**config.mk**
```make
export PLATFORM = sky130hd
export DESIGN_NAME = insn_cost_meter
export DESIGN_NICKNAME = d
export VERILOG_FILES = /design/src/rtl/icm_pkg.sv /design/src/rtl/icm_decode.sv /design/src/rtl/icm_track.sv /design/src/rtl/icm_totals.sv /design/src/rtl/insn_cost_meter.sv
export SDC_FILE = /design/constraint.sdc
export NUM_CORES = 1
export LEC_CHECK = 0
export BUFFER_PORTS_ARGS = -buffer_cell sky130_fd_sc_hd__buf_2
export CAP_MARGIN = 20
export CORE_MARGIN = 1.5
export CORE_UTILIZATION = 45
export CTS_CLUSTER_SIZE = 20
export DETAILED_ROUTE_END_ITERATION = 16
export PLACE_DENSITY = 0.76
export SLEW_MARGIN = 0
export SYNTH_ARGS = -nofsm -noshare
export SYNTH_HDL_FRONTEND = slang
export SYNTH_SLANG_ARGS = --single-unit
```
**constraint.sdc**
```tcl
create_clock -name clk -period 5.1 [get_ports clk]
set_clock_uncertainty 0.15 [all_clocks]
set_input_delay 0 -clock clk [delete_from_list [all_inputs] [get_ports clk]]
set_output_delay 0 -clock clk [all_outputs]
set_load 0.01 [all_outputs]
```
**src/rtl/icm_pkg.sv**
```systemverilog
package icm_pkg;

  typedef enum logic [1:0] {
    FMT_DUAL   = 2'd0,
    FMT_SINGLE = 2'd1,
    FMT_JUMP   = 2'd2,
    FMT_BAD    = 2'd3
  } fmt_e;

  typedef struct packed {
    fmt_e       fmt;
    logic [1:0] len;
    logic [2:0] cyc;
  } cost_t;

  function automatic fmt_e fmt_of(input logic [15:0] w);
    if (w[15:14] != 2'b00)       return FMT_DUAL;
    if (w[15:13] == 3'b001)      return FMT_JUMP;
    if (w[15:10] == 6'b000100)   return FMT_SINGLE;
    return FMT_BAD;
  endfunction

  // source operand needs an extension word (indexed or immediate)
  function automatic logic src_has_ext(input logic [1:0] md, input logic [3:0] rg);
    return (md == 2'b01) || (md == 2'b11 && rg == 4'd0);
  endfunction

  function automatic logic [2:0] src_cost(input logic [1:0] md);
    case (md)
      2'b00:   return 3'd0;
      2'b01:   return 3'd2;
      default: return 3'd1;
    endcase
  endfunction

  function automatic cost_t cost_of(input logic [15:0] w);
    cost_t c;
    c.fmt = fmt_of(w);
    c.len = 2'd1;
    c.cyc = 3'd1;
    case (c.fmt)
      FMT_DUAL: begin
        c.len = 2'd1 + {1'b0, src_has_ext(w[5:4], w[11:8])} + {1'b0, w[7]};
        c.cyc = 3'd1 + src_cost(w[5:4]) + (w[7] ? 3'd3 : 3'd0)
              + {2'b00, (!w[7] && w[3:0] == 4'd0)};
      end
      FMT_SINGLE: begin
        c.len = 2'd1 + {1'b0, src_has_ext(w[5:4], w[3:0])};
        c.cyc = 3'd1 + src_cost(w[5:4]);
      end
      FMT_JUMP: c.cyc = 3'd2;
      default: ;
    endcase
    return c;
  endfunction

endpackage

```
**src/rtl/icm_decode.sv**
```systemverilog
module icm_decode
  import icm_pkg::*;
(
  input  logic [15:0] word,
  output cost_t       cost
);
  always_comb cost = cost_of(word);
endmodule

```
**src/rtl/icm_track.sv**
```systemverilog
module icm_track
  import icm_pkg::*;
(
  input  logic  clk,
  input  logic  rst_n,
  input  logic  in_valid,
  input  cost_t dec,
  output logic  done,
  output cost_t fin,
  output logic  res_valid,
  output cost_t res_cost
);
  logic [1:0] left_q;
  cost_t      hold_q;

  logic accept_op, accept_ext;
  assign accept_op  = in_valid && (left_q == 2'd0);
  assign accept_ext = in_valid && (left_q != 2'd0);
  assign done       = (accept_op && dec.len == 2'd1) || (accept_ext && left_q == 2'd1);
  assign fin        = accept_op ? dec : hold_q;

  always_ff @(posedge clk or negedge rst_n) begin
    if (!rst_n) begin
      left_q    <= 2'd0;
      hold_q    <= '0;
      res_valid <= 1'b0;
      res_cost  <= '0;
    end else begin
      if (accept_op) begin
        left_q <= dec.len - 2'd1;
        hold_q <= dec;
      end else if (accept_ext) begin
        left_q <= left_q - 2'd1;
      end
      res_valid <= done;
      if (done) res_cost <= fin;
    end
  end

  a_r6_ext_countdown: assert property (@(posedge clk) disable iff (!rst_n)
    (in_valid && left_q != 2'd0) |=> left_q == $past(left_q) - 2'd1);

  a_r7_no_strobe_mid: assert property (@(posedge clk) disable iff (!rst_n)
    (in_valid && left_q == 2'd2) |=> !res_valid);

  a_r5_jump_cost: assert property (@(posedge clk) disable iff (!rst_n)
    (res_valid && res_cost.fmt == FMT_JUMP) |-> (res_cost.len == 2'd1 && res_cost.cyc == 3'd2));

  a_r3_cycles_cover_len: assert property (@(posedge clk) disable iff (!rst_n)
    res_valid |-> res_cost.cyc >= {1'b0, res_cost.len});
endmodule

```
**src/rtl/icm_totals.sv**
```systemverilog
module icm_totals #(
  parameter int CNT_W = 32
) (
  input  logic             clk,
  input  logic             rst_n,
  input  logic             clr,
  input  logic             add_en,
  input  logic [1:0]       add_len,
  input  logic [2:0]       add_cyc,
  output logic [CNT_W-1:0] words,
  output logic [CNT_W-1:0] cycles
);
  localparam logic [CNT_W-1:0] TOP = {CNT_W{1'b1}};

  logic [CNT_W:0] w_sum, c_sum;
  assign w_sum = {1'b0, words}  + {{(CNT_W-1){1'b0}}, add_len};
  assign c_sum = {1'b0, cycles} + {{(CNT_W-2){1'b0}}, add_cyc};

  always_ff @(posedge clk or negedge rst_n) begin
    if (!rst_n) begin
      words  <= '0;
      cycles <= '0;
    end else if (clr) begin
      words  <= '0;
      cycles <= '0;
    end else if (add_en) begin
      words  <= w_sum[CNT_W] ? TOP : w_sum[CNT_W-1:0];
      cycles <= c_sum[CNT_W] ? TOP : c_sum[CNT_W-1:0];
    end
  end

  a_r10_clear_zero: assert property (@(posedge clk) disable iff (!rst_n)
    clr |=> (words == '0 && cycles == '0));

  a_r9_no_wrap: assert property (@(posedge clk) disable iff (!rst_n)
    !clr |=> (words >= $past(words) && cycles >= $past(cycles)));
endmodule

```
**src/rtl/insn_cost_meter.sv**
```systemverilog
module insn_cost_meter
  import icm_pkg::*;
#(
  parameter int CNT_W = 32
) (
  input  logic             clk,
  input  logic             rst_n,
  input  logic             in_valid,
  input  logic [15:0]      in_word,
  input  logic             tot_clr,
  output logic             res_valid,
  output logic [1:0]       res_fmt,
  output logic [1:0]       res_len,
  output logic [2:0]       res_cycles,
  output logic [CNT_W-1:0] total_words,
  output logic [CNT_W-1:0] total_cycles
);
  cost_t dec_cost, fin_cost, res_cost;
  logic  insn_done;

  icm_decode u_dec (.word(in_word), .cost(dec_cost));

  icm_track u_trk (
    .clk(clk), .rst_n(rst_n), .in_valid(in_valid), .dec(dec_cost),
    .done(insn_done), .fin(fin_cost), .res_valid(res_valid), .res_cost(res_cost)
  );

  icm_totals #(.CNT_W(CNT_W)) u_tot (
    .clk(clk), .rst_n(rst_n), .clr(tot_clr), .add_en(insn_done),
    .add_len(fin_cost.len), .add_cyc(fin_cost.cyc),
    .words(total_words), .cycles(total_cycles)
  );

  assign res_fmt    = res_cost.fmt;
  assign res_len    = res_cost.len;
  assign res_cycles = res_cost.cyc;
endmodule

```
==> results.md, run 1 <==
* Status: completed
* Least-Margin Pin Slew at 967 ps
* Hold Crit Class: in2reg
* Initial core utilization at 46.6%
* Max stage delay on crit path at 510 ps
* CTS tree: built
* Synth top area cells: dfrtp_1, nor3_1, and4_1
* Die area at 10,800 sq um
* Gr ovfl total at 0
* Initial antenna violation count at 0
* WHS at 113 ps
* IO Pins at 92
* TritonCTS Buffers at 9
* Fmax at 0.264 GHz
* IO buf count at 90
* Max_slew headroom at 35.5%
* Req. time, crit path at about 5200 ps
* FP Rows at 36
* Final hold vios at 0
* CP arrival at 3850 ps
* Post-synth cell types at 55
* Fillers at between 800 and 900
* Unrepaired setup endpoints after global routing: false
* Htree depth at 3
* Met2 Usage GRT at between 30% and 40%
* Delay-heaviest family, CP: compound AO/OA/AOI/OAI gates
* Synth-to-Final Area Change at 18.4%
* Worst path buffer plus inverter count at 2
* Final Max Slew Viols at 0
* NumNets Final at 617
* Die Height at 104 um
* DR DRC count at 0
* Worst Setup End Kind: flip-flop
* Core box area at ~9900 sq um
* Max-Cap Viols at 0
* P_leak at 2.60 nW
* WL/cell at roughly 17 um
* CP cell instances: inv_1 > ha_1 > nand2_1 > o21ai_0 > ha_1 > inv_1 > fa_1 > nor2b_1 > o2111a_1 > nand4_1 > a2111oi_0
* Final Cycle Share at 74.3%
* Syn Std Cell Area at between 4000 and 5000 sq um
* Post-synth EDFFs at 0
* Die X at 104 um
* Largest net degree at the start of global routing at 82
* Synth warn at 0
* Share of cells above drive strength 1 at between 20% and 30%
* # clock sinks at 81
* Top Usage Layer GRT: met2
* Setup_tns at 0 ps
* Ys flop type: dfrtp_1
* Clk Latency, worst-skew pair at around 350 ps
* Post-layout min period at 3790 ps
* Worst VDD drop at 0.151 mV
* Vias in the first global route at 4,062
* 1st-iter DRT viols at 241
* Final ANT Viol Nets at 0
* Setup violators final at 0
* Root Driver: clkbuf_8
* FF+latch count, synth at 81
* Postcts setup bufs at 0
* Placer congestion estimate at 0.919
* Cell type with the largest total area after synthesis: dfrtp_1
* Ys async rst share at 100%
* Yosys top cell area share at between 40 and 50%
* Sequential element share of the synthesized area at roughly 44%
* First-pass GRT wire length at 20.2 mm
* M3 GR Usage at 3.88%
* Clock slew at reported path FFs at 90 ps
* Net Count, Synth at 525
* Longest Clk Path Bufs at 2
* GRT Util Overall at 22.7%
* TritonRoute pass-1 iters at 6
* Routed vias at ~4,400
* Slowest-stage cell, CP: a2111oi_0
* Worst setup path category: reg2reg
* DR vias/cell at 6.14
* Pwr per Cell Area at approximately 300 nW/um^2
* Antenna cells at 0
* Setup crit start kind: flip-flop
* Dpl hpwl at 7.97 mm
* Synthesized area per cell at 9.37 sq um
* Cells after synthesis at 491
* GR Util met1 at 30.7%
* Final wirelength at 12.1 mm
* CP Max Fanout at 13
[layer usage]
layer	part of all wire, %	vias up	routed length, um
met5	0	-	0
li1	-	2076	-
met3	5.5	17	670
met4	1.2	0	150
met1	44	2186	5310
met2	49	146	5980
[what timing repair did]
item,CTS,global route
hold buffers,6,1
resized for setup,0,0
hold endpoints to repair,86,10
[final cells by class]
cell class	count	area (sq um)	share of cell area, %
multi-input cells	372	2410	44.2
flip-flops and latches	81	2030	37.2
repair buffers	104	596	10.9
well taps	133	166	3.05
clock buffers	11	141	2.59
inverters	15	56.3	1.03
clock inverters	5	55.1	1.01
[registers in the layout, summed over array words and instances, names as in the netlist]
signal and count:
u_tot.cycles 32, u_tot.words 32, u_trk.hold_q 7, u_trk.res_cost 7, u_trk.left_q 2, u_trk.res_valid 1
[synth_stat cells (4+ instances only)]
master,instances
dfrtp_1,81
nor2_1,41
nor3_1,36
a21oi_1,30
nand2_1,30
o21ai_0,22
a31oi_1,21
nand3_1,21
and4_1,20
clkbuf_1,19
inv_1,15
nand4_1,15
and3_1,14
ha_1,11
a211oi_1,9
nor4_1,9
and2_1,8
a311oi_1,6
mux2_2,6
o211a_1,6
a41o_1,5
a41oi_1,5
a21o_1,4
o21a_1,4
or2_2,4
[worst paths after layout]
path	start	endpoint	slack (ps)	cells past startpoint
max in group asynchronous	rst_n	u_tot.cycles[15]$_DFFE_PN0P_	3800	4
min reg2reg	u_trk.res_cost[2]$_DFFE_PN0P_	u_trk.res_cost[2]$_DFFE_PN0P_	330	2
max reg2reg	u_trk.left_q[0]$_DFFE_PN0P_	u_tot.cycles[13]$_DFFE_PN0P_	1310	11
max	u_trk.left_q[0]$_DFFE_PN0P_	u_tot.cycles[13]$_DFFE_PN0P_	1310	11
min in group asynchronous	rst_n	u_trk.res_valid$_DFF_PN0_	410	3
min	in_word[5]	u_trk.hold_q[0]$_DFF_PN0_	110	4
[stage by stage]
stage | worst slack, ps | instance area, sq um | utilization [%] | power [mW] | cells
floorplan | 1310 | 4600 | - | 1.02 | 491
global placement | 1190 | 5150 | 52.3 | 1.13 | 697
detailed placement | 1090 | 5150 | 52.3 | 1.14 | 697
CTS | 1310 | 5410 | 54.9 | 1.63 | 719
global route | 951 | 5450 | 55.2 | 1.71 | 721
finish | 1310 | 5450 | 55.2 | 1.62 | 721
[cells in the final DEF (no fill, tap or decap), drive strengths merged, types with 9 or more instances in the layout]
master and count:
buf 97, dfrtp 81, nor2 41, nor3 36
nand2 30, a21oi 30, o21ai 23, nand3 22
a31oi 21, and4 20, inv 15, nand4 15
and3 14, ha 11, clkbuf 11, nor4 11
a211oi 9
[logic make-up after synthesis]
family,synth area share [%]
flip-flops,44.1
XOR/XNOR,0.762
multiplexers,2.12
buffers and inverters,3.62
AND/OR/NAND/NOR,25.6
AO/OA/AOI/OAI,19.6
adder cells (fa/ha/maj),4.30
[worst min-delay path: stages]
cell and delay, ps:
buf_2 140, nand2_1 70, a22oi_1 140, o21ai_0 170
[where the power goes]
group	total, mW	internal (mW)	switching [mW]
combinational	0.395	0.151	0.244
sequential	0.744	0.711	0.0334
clock	0.481	0.238	0.243
total	1.62	1.10	0.520
(Power assumes the default switching activity.)
==> run 2: changes to the inputs <==
--- a/config.mk
+++ b/config.mk
@@ -5,13 +5,14 @@
 export SDC_FILE = /design/constraint.sdc
 export NUM_CORES = 1
 export LEC_CHECK = 0
+export ABC_AREA = 1
 export BUFFER_PORTS_ARGS = -buffer_cell sky130_fd_sc_hd__buf_2
 export CAP_MARGIN = 20
 export CORE_MARGIN = 1.5
 export CORE_UTILIZATION = 45
 export CTS_CLUSTER_SIZE = 20
 export DETAILED_ROUTE_END_ITERATION = 16
-export PLACE_DENSITY = 0.76
+export PLACE_DENSITY = 0.77
 export SLEW_MARGIN = 0
 export SYNTH_ARGS = -nofsm -noshare
 export SYNTH_HDL_FRONTEND = slang
==> constraint.sdc (replaced) <==
create_clock -name clk -period 3.3 [get_ports clk]
set_clock_uncertainty 0.15 [all_clocks]
set_input_delay 0 -clock clk [delete_from_list [all_inputs] [get_ports clk]]
set_output_delay 0 -clock clk [all_outputs]
set_load 0.01 [all_outputs]
==> run 2 against run 1 <==
Net effect: via count is 34% higher; setup slack worse by 1100 ps; fmax is 21% higher; die area rose by 23%; final area increased by 28%; area after synthesis grew 24%; total power grew 100%; combinational power grew 120%.
==> results.md, run 2 <==
* IO Pins at 92 (unchanged)
* Max stage delay on crit path at 420 ps (-90 ps)
* CP cell instances: inv_2 > ha_4 > nand2_2 > inv_2 > nand3_2 > o211ai_1 > ha_2 > inv_2 > fa_2 > o21ai_4 > nand2_2 > nor2_4 > nand3_4 > nand2_2 > nand2_1 > o21ai_1
* Most numerous cell in the Yosys netlist: nand2_1
* Req. time, crit path at 3410 ps (-1750 ps)
* Final core utilization at 57.4% (+2.1 points)
* TritonRoute pass-1 iters at 5 (-1)
* DRT met1 WL at 7.32 mm (+38%)
* Ranking of synthesized cells by instance count: nand2_1, nor2_1, inv_1, dfrtp_1, nand3_1
* Yosys top cell area share at 35.6% (-8.5 points)
* Longest Clk Path Bufs at 2 (unchanged)
* FF-to-FF End: u_tot.cycles[4]$_DFFE_PN0P_
* Worst R2R Setup Slack at 160 ps (-1150 ps)
* Clk Latency, worst-skew pair at 350 ps (about the same)
* Delay-heaviest family, CP: simple AND/OR/NAND/NOR gates
* Htree depth at 3 (unchanged)
* Least-Margin Pin Slew at 858 ps (-109 ps)
* HP Start: in_word[14]
* DR vias/cell at 5.07 (-17%)
* Reg-to-Reg Start: u_trk.left_q[0]$_DFFE_PN0P_
* Synth warn at 0 (unchanged)
* Slowest-stage cell, CP: fa_2
* Max-Cap Viols at 0 (unchanged)
* Sequential element share of the synthesized area at 35.6% (-8.5 points)
* Final Cycle Share at 95.0% (+21 points)
* Hold Crit Class: in2reg
* Initial core utilization at 46.8% (+0.18 points)
* R2R depth at 16 (+5)
* Worst VDD drop at 0.245 mV (+62%)
* Ys flop type: dfrtp_1
* Worst Hold Path EP: u_trk.hold_q[0]$_DFF_PN0_
* Final hold vios at 0 (unchanged)
* Fillers at 1,153 (+31%)
* Gr ovfl total at 0 (unchanged)
* Post-synth EDFFs at 0 (unchanged)
* CTS tree: built
* WL met3 at 1.00 mm (+49%)
* Share of cells above drive strength 1 at 18.1% (-4.2 points)
* Commonest non-fill, non-tap cell in the layout: nand2_1
* Worst Setup End Kind: flip-flop
* Largest registers: u_tot.cycles (32), u_tot.words (32)
* IO buf count at 90 (unchanged)
* 1st-iter DRT viols at 566 (+130%)
* Overall Power at 3.28 mW (+100%)
* Synth-to-Final Area Change at 22.6%
* Ys async rst share at 100% (unchanged)
* P_leak at 3.49 nW (+34%)
* WL/cell at 13.5 um (-20%)
* Vias in the first global route at 5,343 (+32%)
* Antenna cells at 0 (unchanged)
* # clock sinks at 81 (unchanged)
* Die Height at 115 um (+11%)
* Final ANT Viol Nets at 0 (unchanged)
* TritonCTS Buffers at 9 (unchanged)
* Cells after synthesis at 879 (+79%)
* Largest net degree at the start of global routing at 82 (unchanged)
* Die area at 13,300 sq um (+23%)
* Initial antenna violation count at 0 (unchanged)
* Dpl hpwl at 11.2 mm (+40%)
* GRT Util Overall at 24.8% (+2.1 points)
* Setup crit start kind: flip-flop
* Placer congestion estimate at 0.938 (+2.1%)
* Post-synth cell types at 39 (-29%)
* Area of the multi-input gates at 3280 sq um (+36%)
* Synthesized area per cell at 6.48 sq um (-31%)
* Final Max Slew Viols at 0 (unchanged)
* Worst setup path category: reg2reg
* Hold Path Depth at 5 (+1)
* DR DRC count at 0 (unchanged)
* Core box area at 12,200 sq um (+23%)
* Status: completed
* Pwr per Cell Area at 470 nW/um^2 (+58%)
* FP Rows at 40 (+11%)
* Syn Std Cell Area at 5690 sq um (+24%)
* Synth top area cells: dfrtp_1, nand2_1, nor2_1
* Final wirelength at 15.8 mm (+30%)
* Setup violators final at 0 (unchanged)
* CP Max Fanout at 6 (-7)
* Max_slew headroom at 42.6% (+7.1 points)
* Post-layout min period at 3140 ps (-654 ps)
* CP arrival at 3250 ps (-600 ps)
* Most frequent cells in the layout: nand2_1, nor2_1, buf_2, inv_1, dfrtp_1
* Worst path buffer plus inverter count at 3 (+1)
* Die X at 115 um (+11%)
* Clock slew at reported path FFs at 60 ps (-30 ps)
* Highest routed layer: met4
* First-pass GRT wire length at 26.1 mm (+29%)
* Net Count, Synth at 913 (+74%)
* Fmax at 0.319 GHz (+21%)
* Seq. cell area at 2030 sq um (unchanged)
* FF+latch count, synth at 81 (unchanged)
* NumNets Final at 1,029 (+67%)
* Root Driver: clkbuf_16
* Cell type with the largest total area after synthesis: dfrtp_1
* Routed vias at 5,922 (+34%)
* WL met2 at 7.17 mm (+20%)
run 2: kinds of logic after synthesis:
family                   count (synthesis)  synth area share, %
AO/OA/AOI/OAI                           47                 4.99
XOR/XNOR                                11                 1.69
adder cells (fa/ha/maj)                 14                 3.47
buffers and inverters                  110                 8.15
flip-flops                              81                 35.6
AND/OR/NAND/NOR                        616                 46.1
run 2: how the worst max path moves through the flow:
stage | start | end | slack, ps | cells past startpoint
global route | u_trk.left_q[0]$_DFFE_PN0P_ | u_tot.cycles[4]$_DFFE_PN0P_ | -20 | 16
global placement | in_word[3] | u_tot.cycles[1]$_DFFE_PN0P_ | 40 | 17
CTS | u_trk.left_q[0]$_DFFE_PN0P_ | u_tot.cycles[3]$_DFFE_PN0P_ | 60 | 16
detailed placement | in_word[1] | u_tot.cycles[3]$_DFFE_PN0P_ | -70 | 17
finish | u_trk.left_q[0]$_DFFE_PN0P_ | u_tot.cycles[4]$_DFFE_PN0P_ | 160 | 16
floorplan | u_trk.left_q[0]$_DFFE_PN0P_ | u_tot.cycles[16]$_DFFE_PN0P_ | 260 | 18
run 2: layer usage:
layer / up-vias / GRT usage [%]
met3: 29 / 4.55
li1: 2979 / -
met2: 200 / 38.1
met5: - / 0
met1: 2714 / 35.0
met4: 0 / 9.38
run 2: timing repair:
item	in CTS	in global routing
setup endpoints to repair	2	64
gates cloned	1	1
setup buffers	0	7
endpoints found under the hold margin	114	11
pin swaps	0	6
resized for setup	0	18
hold buffers	8	1
run 2: through the flow:
stage	setup WS, ps	cell area [sq um]	TNS [ps]	instances	hold WS, ps
global route	-20.8	6980	-22.8	1168	112
finish	165	6980	0	1168	62.2
CTS	55.1	6820	0	1158	50.6
global placement	37.3	6350	0	1133	98.4
floorplan	262	5690	0	879	-446
detailed placement	-75.0	6350	-987	1133	112
run 2: power breakdown:
part	leakage (nW)	switching [mW]	total (mW)	internal [mW]
combinational	2.20	0.518	0.850	0.333
sequential	1.10	0.0536	1.16	1.10
clock	0.186	0.413	1.27	0.856
run 2: final cells by class:
type | count | share of cell area (%)
well taps | 168 | 3.01
flip-flops and latches | 81 | 29.0
inverters | 91 | 4.89
clock inverters | 5 | 1.79
multi-input cells | 690 | 47.0
repair buffers | 122 | 10.6
clock buffers | 11 | 3.62
run 2: worst reg2reg max path, stage by stage, from the launching register on:
cell and delay [ps]:
dfrtp_1 390, inv_2 80, ha_4 140, nand2_2 60, inv_2 70, nand3_2 70
o211ai_1 280, ha_2 270, inv_2 60, fa_2 420, o21ai_4 220, nand2_2 110
nor2_4 250, nand3_4 200, nand2_2 150, nand2_1 50, o21ai_1 90
==> run 3: changes to the inputs <==
--- a/config.mk
+++ b/config.mk
@@ -7,12 +7,13 @@
 export LEC_CHECK = 0
 export ABC_AREA = 1
 export BUFFER_PORTS_ARGS = -buffer_cell sky130_fd_sc_hd__buf_2
-export CAP_MARGIN = 20
+export CELL_PAD_IN_SITES_DETAIL_PLACEMENT = 1
+export CELL_PAD_IN_SITES_GLOBAL_PLACEMENT = 1
 export CORE_MARGIN = 1.5
-export CORE_UTILIZATION = 45
+export CORE_UTILIZATION = 36
 export CTS_CLUSTER_SIZE = 20
 export DETAILED_ROUTE_END_ITERATION = 16
-export PLACE_DENSITY = 0.77
+export PLACE_DENSITY = 0.85
 export SLEW_MARGIN = 0
 export SYNTH_ARGS = -nofsm -noshare
 export SYNTH_HDL_FRONTEND = slang
==> run 3 against run 2 <==
Net effect: largest power group is now registers; clock-buffer cell count down 2; fmax is 4.5% lower; highest routed layer unchanged; die area is 24% higher; final cell count up 4.3%; first-iteration DRC count fell by 24%; worst hold slack better by 19 ps; sequential share of layout area shrank 0.46 points; flip-flop and latch count is the same; critical path depth increased by 2; wire length is 28% higher; core utilization fell by 11 points; clock power is 12% lower.
==> results.md, run 3 (synthesis results as in run 2) <==
* Hold Crit Class: in2reg
* Initial core utilization at 37.2% (-9.6 points)
* DR DRC count at 0 (unchanged)
* IO Pins at 92 (unchanged)
* Worst VDD drop at 0.250 mV (+2.0%)
* Design area at 7090 sq um (+1.6%)
* Dpl hpwl at 13.9 mm (+24%)
* Most frequent cells in the layout: nand2_1, nor2_1, buf_2, inv_1, dfrtp_1
* Synth-to-Final Area Change at 24.5%
* Setup violators final at 0 (unchanged)
* Largest registers: u_tot.cycles (32), u_tot.words (32)
* Setup crit start kind: flip-flop
* Commonest non-fill, non-tap cell in the layout: nand2_1
* Delay-heaviest family, CP: simple AND/OR/NAND/NOR gates
* Core box area at 15,300 sq um (+26%)
* Final Cycle Share at 99.5% (+4.5 points)
* TritonRoute pass-1 iters at 5 (unchanged)
* CP Launch Point: u_trk.left_q[0]$_DFFE_PN0P_
* WL/cell at 16.6 um (+23%)
* Dpl ws at -124 ps (-49.3 ps)
* Req. time, crit path at 3430 ps (+20 ps)
* 1st-iter DRT viols at 432 (-24%)
* Placer congestion estimate at 0.863 (-8.0%)
* DR vias/cell at 5.17 (+2.0%)
* Fillers at 2,067 (+79%)
* Worst Setup End Kind: flip-flop
* Post-route setup slack at 16.1 ps (-148 ps)
* Area of the multi-input gates at 3350 sq um (+2.1%)
* Vias in the first global route at 6,143 (+15%)
* Worst setup path category: reg2reg
* Initial antenna violation count at 0 (unchanged)
* WHS at 80.9 ps (+18.7 ps)
* Max_slew headroom at 29.5% (-13 points)
* Final core utilization at 46.3% (-11 points)
* CP Max Fanout at 8 (+2)
* Largest net degree at the start of global routing at 62 (-24%)
* Met2 Usage GRT at 41.7% (+3.6 points)
* Max-Cap Viols at 0 (unchanged)
* # clock sinks at 81 (unchanged)
* Share of cells above drive strength 1 at 20.2% (+2.1 points)
* Clock slew at reported path FFs at 70 ps (about the same)
* Root Driver: clkbuf_16
* IO buf count at 90 (unchanged)
* FP Rows at 45 (+13%)
* TritonCTS Buffers at 9 (unchanged)
* Die X at 129 um (+11%)
* NumNets Final at 1,036 (+0.68%)
* Post-layout min period at 3280 ps (+148 ps)
* Reg-to-Reg Start: u_trk.left_q[0]$_DFFE_PN0P_
* Clk Latency, worst-skew pair at 350 ps (about the same)
* P_leak at 3.53 nW (+1.3%)
* Most frequent CP cell: inv_2
* HP Start: in_word[4]
* Post-DP Area at 6440 sq um (+1.4%)
* Final hold vios at 0 (unchanged)
* Final Max Slew Viols at 0 (unchanged)
* Routed vias at 6,299 (+6.4%)
* GRT Util Overall at 24.5% (-0.25 points)
* Fmax at 0.305 GHz (-4.5%)
* Die Height at 129 um (+11%)
* CTS tree: built
* Gr ovfl total at 0 (unchanged)
* Longest Clk Path Bufs at 2 (unchanged)
* GR Util met1 at 32.6% (-2.4 points)
* First-pass GRT wire length at 31.9 mm (+22%)
* Pwr per Cell Area at 448 nW/um^2 (-4.5%)
* Top Usage Layer GRT: met2
* CP arrival at 3420 ps (+170 ps)
* Die area at 16,600 sq um (+24%)
* CP cell instances: inv_2 > ha_4 > nand2_2 > inv_2 > buf_6 > nand3_1 > o211ai_1 > ha_2 > inv_2 > fa_2 > o21ai_4 > nand2_4 > nor2_4 > buf_4 > nand3_4 > nand3_2 > nand2_1 > nand2_1
* Worst path buffer plus inverter count at 5 (+2)
* Final ANT Viol Nets at 0 (unchanged)
* Seq. cell area at 2030 sq um (unchanged)
* Final wirelength at 20.3 mm (+28%)
* Max stage delay on crit path at 420 ps (about the same)
* M3 GR Usage at 2.87% (-1.7 points)
* Htree depth at 3 (unchanged)
* Status: completed
* Least-Margin Pin Slew at 1050 ps (+195 ps)
* Antenna cells at 0 (unchanged)
* Slowest-stage cell, CP: fa_2
==> run 3: cell count changes in the layout (fill, tap and decap cells not counted), moves of 3 or more <==
| cell | change |
|---|---|
| nor2_2 | +7 |
| nor2_1 | -7 |
| nand3_1 | -3 |
| buf_4 | +6 |
| nand3_2 | +3 |
==> run 3: cell type report <==
class	count	area share [%]
Tap cell	211	3.72
Clock inverter	7	1.32
Timing Repair Buffer	128	11.1
Multi-Input combinational cell	691	47.3
Clock buffer	9	3.18
Inverter	91	4.82
Sequential cell	81	28.6
==> run 3: where the power goes <==
part	total [mW]	switching, mW	internal, mW	leakage (nW)
Clock	1.12	0.454	0.664	0.152
Sequential	1.17	0.0643	1.10	1.10
Combinational	0.893	0.557	0.336	2.28
==> run 3: what timing repair did <==
action / 4_1_cts / 5_1_grt
setup buffers: 3 / 12
cloned: 3 / 0
endpoints found under the setup margin: 43 / 63
pin swaps: 4 / 12
gates resized for setup: 7 / 27
endpoints found under the hold margin: 88 / 0
hold buffers: 7 / 0
==> run 3: worst min-delay path, cell delays in order <==
cell	delay [ps]
buf_2	90
o21ai_0	90
nand2_1	60
o21ai_0	170
inv_1	130
==> run 3: final timing paths <==
kind                       slack, ps  cells past startpoint                             to
hold reg to reg                  320                      2  u_trk.res_cost[3]$_DFFE_PN0P_
setup reg to reg                  20                     18   u_tot.cycles[26]$_DFFE_PN0P_
max in group asynchronous       2030                      3      u_trk.hold_q[6]$_DFF_PN0_
hold / removal                    80                      5      u_trk.hold_q[1]$_DFF_PN0_
min in group asynchronous        140                      2     u_tot.words[7]$_DFFE_PN0P_
setup / recovery                  20                     18   u_tot.cycles[26]$_DFFE_PN0P_
==> run 3: metrics by stage <==
step | setup TNS, ps | instances | total power [mW]
floorplan | 0 | 879 | 1.68
global placement | 0 | 1177 | 1.94
detailed placement | -2650 | 1177 | 1.98
CTS | 0 | 1206 | 3.12
global route | -1220 | 1218 | 3.35
finish | 0 | 1218 | 3.18
==> run 3: metal layers <==
metal	up-vias	part of all wire (%)
li1	2983	-
met1	3097	45
met2	194	49
met3	25	4.5
met4	0	1.6
met5	-	0
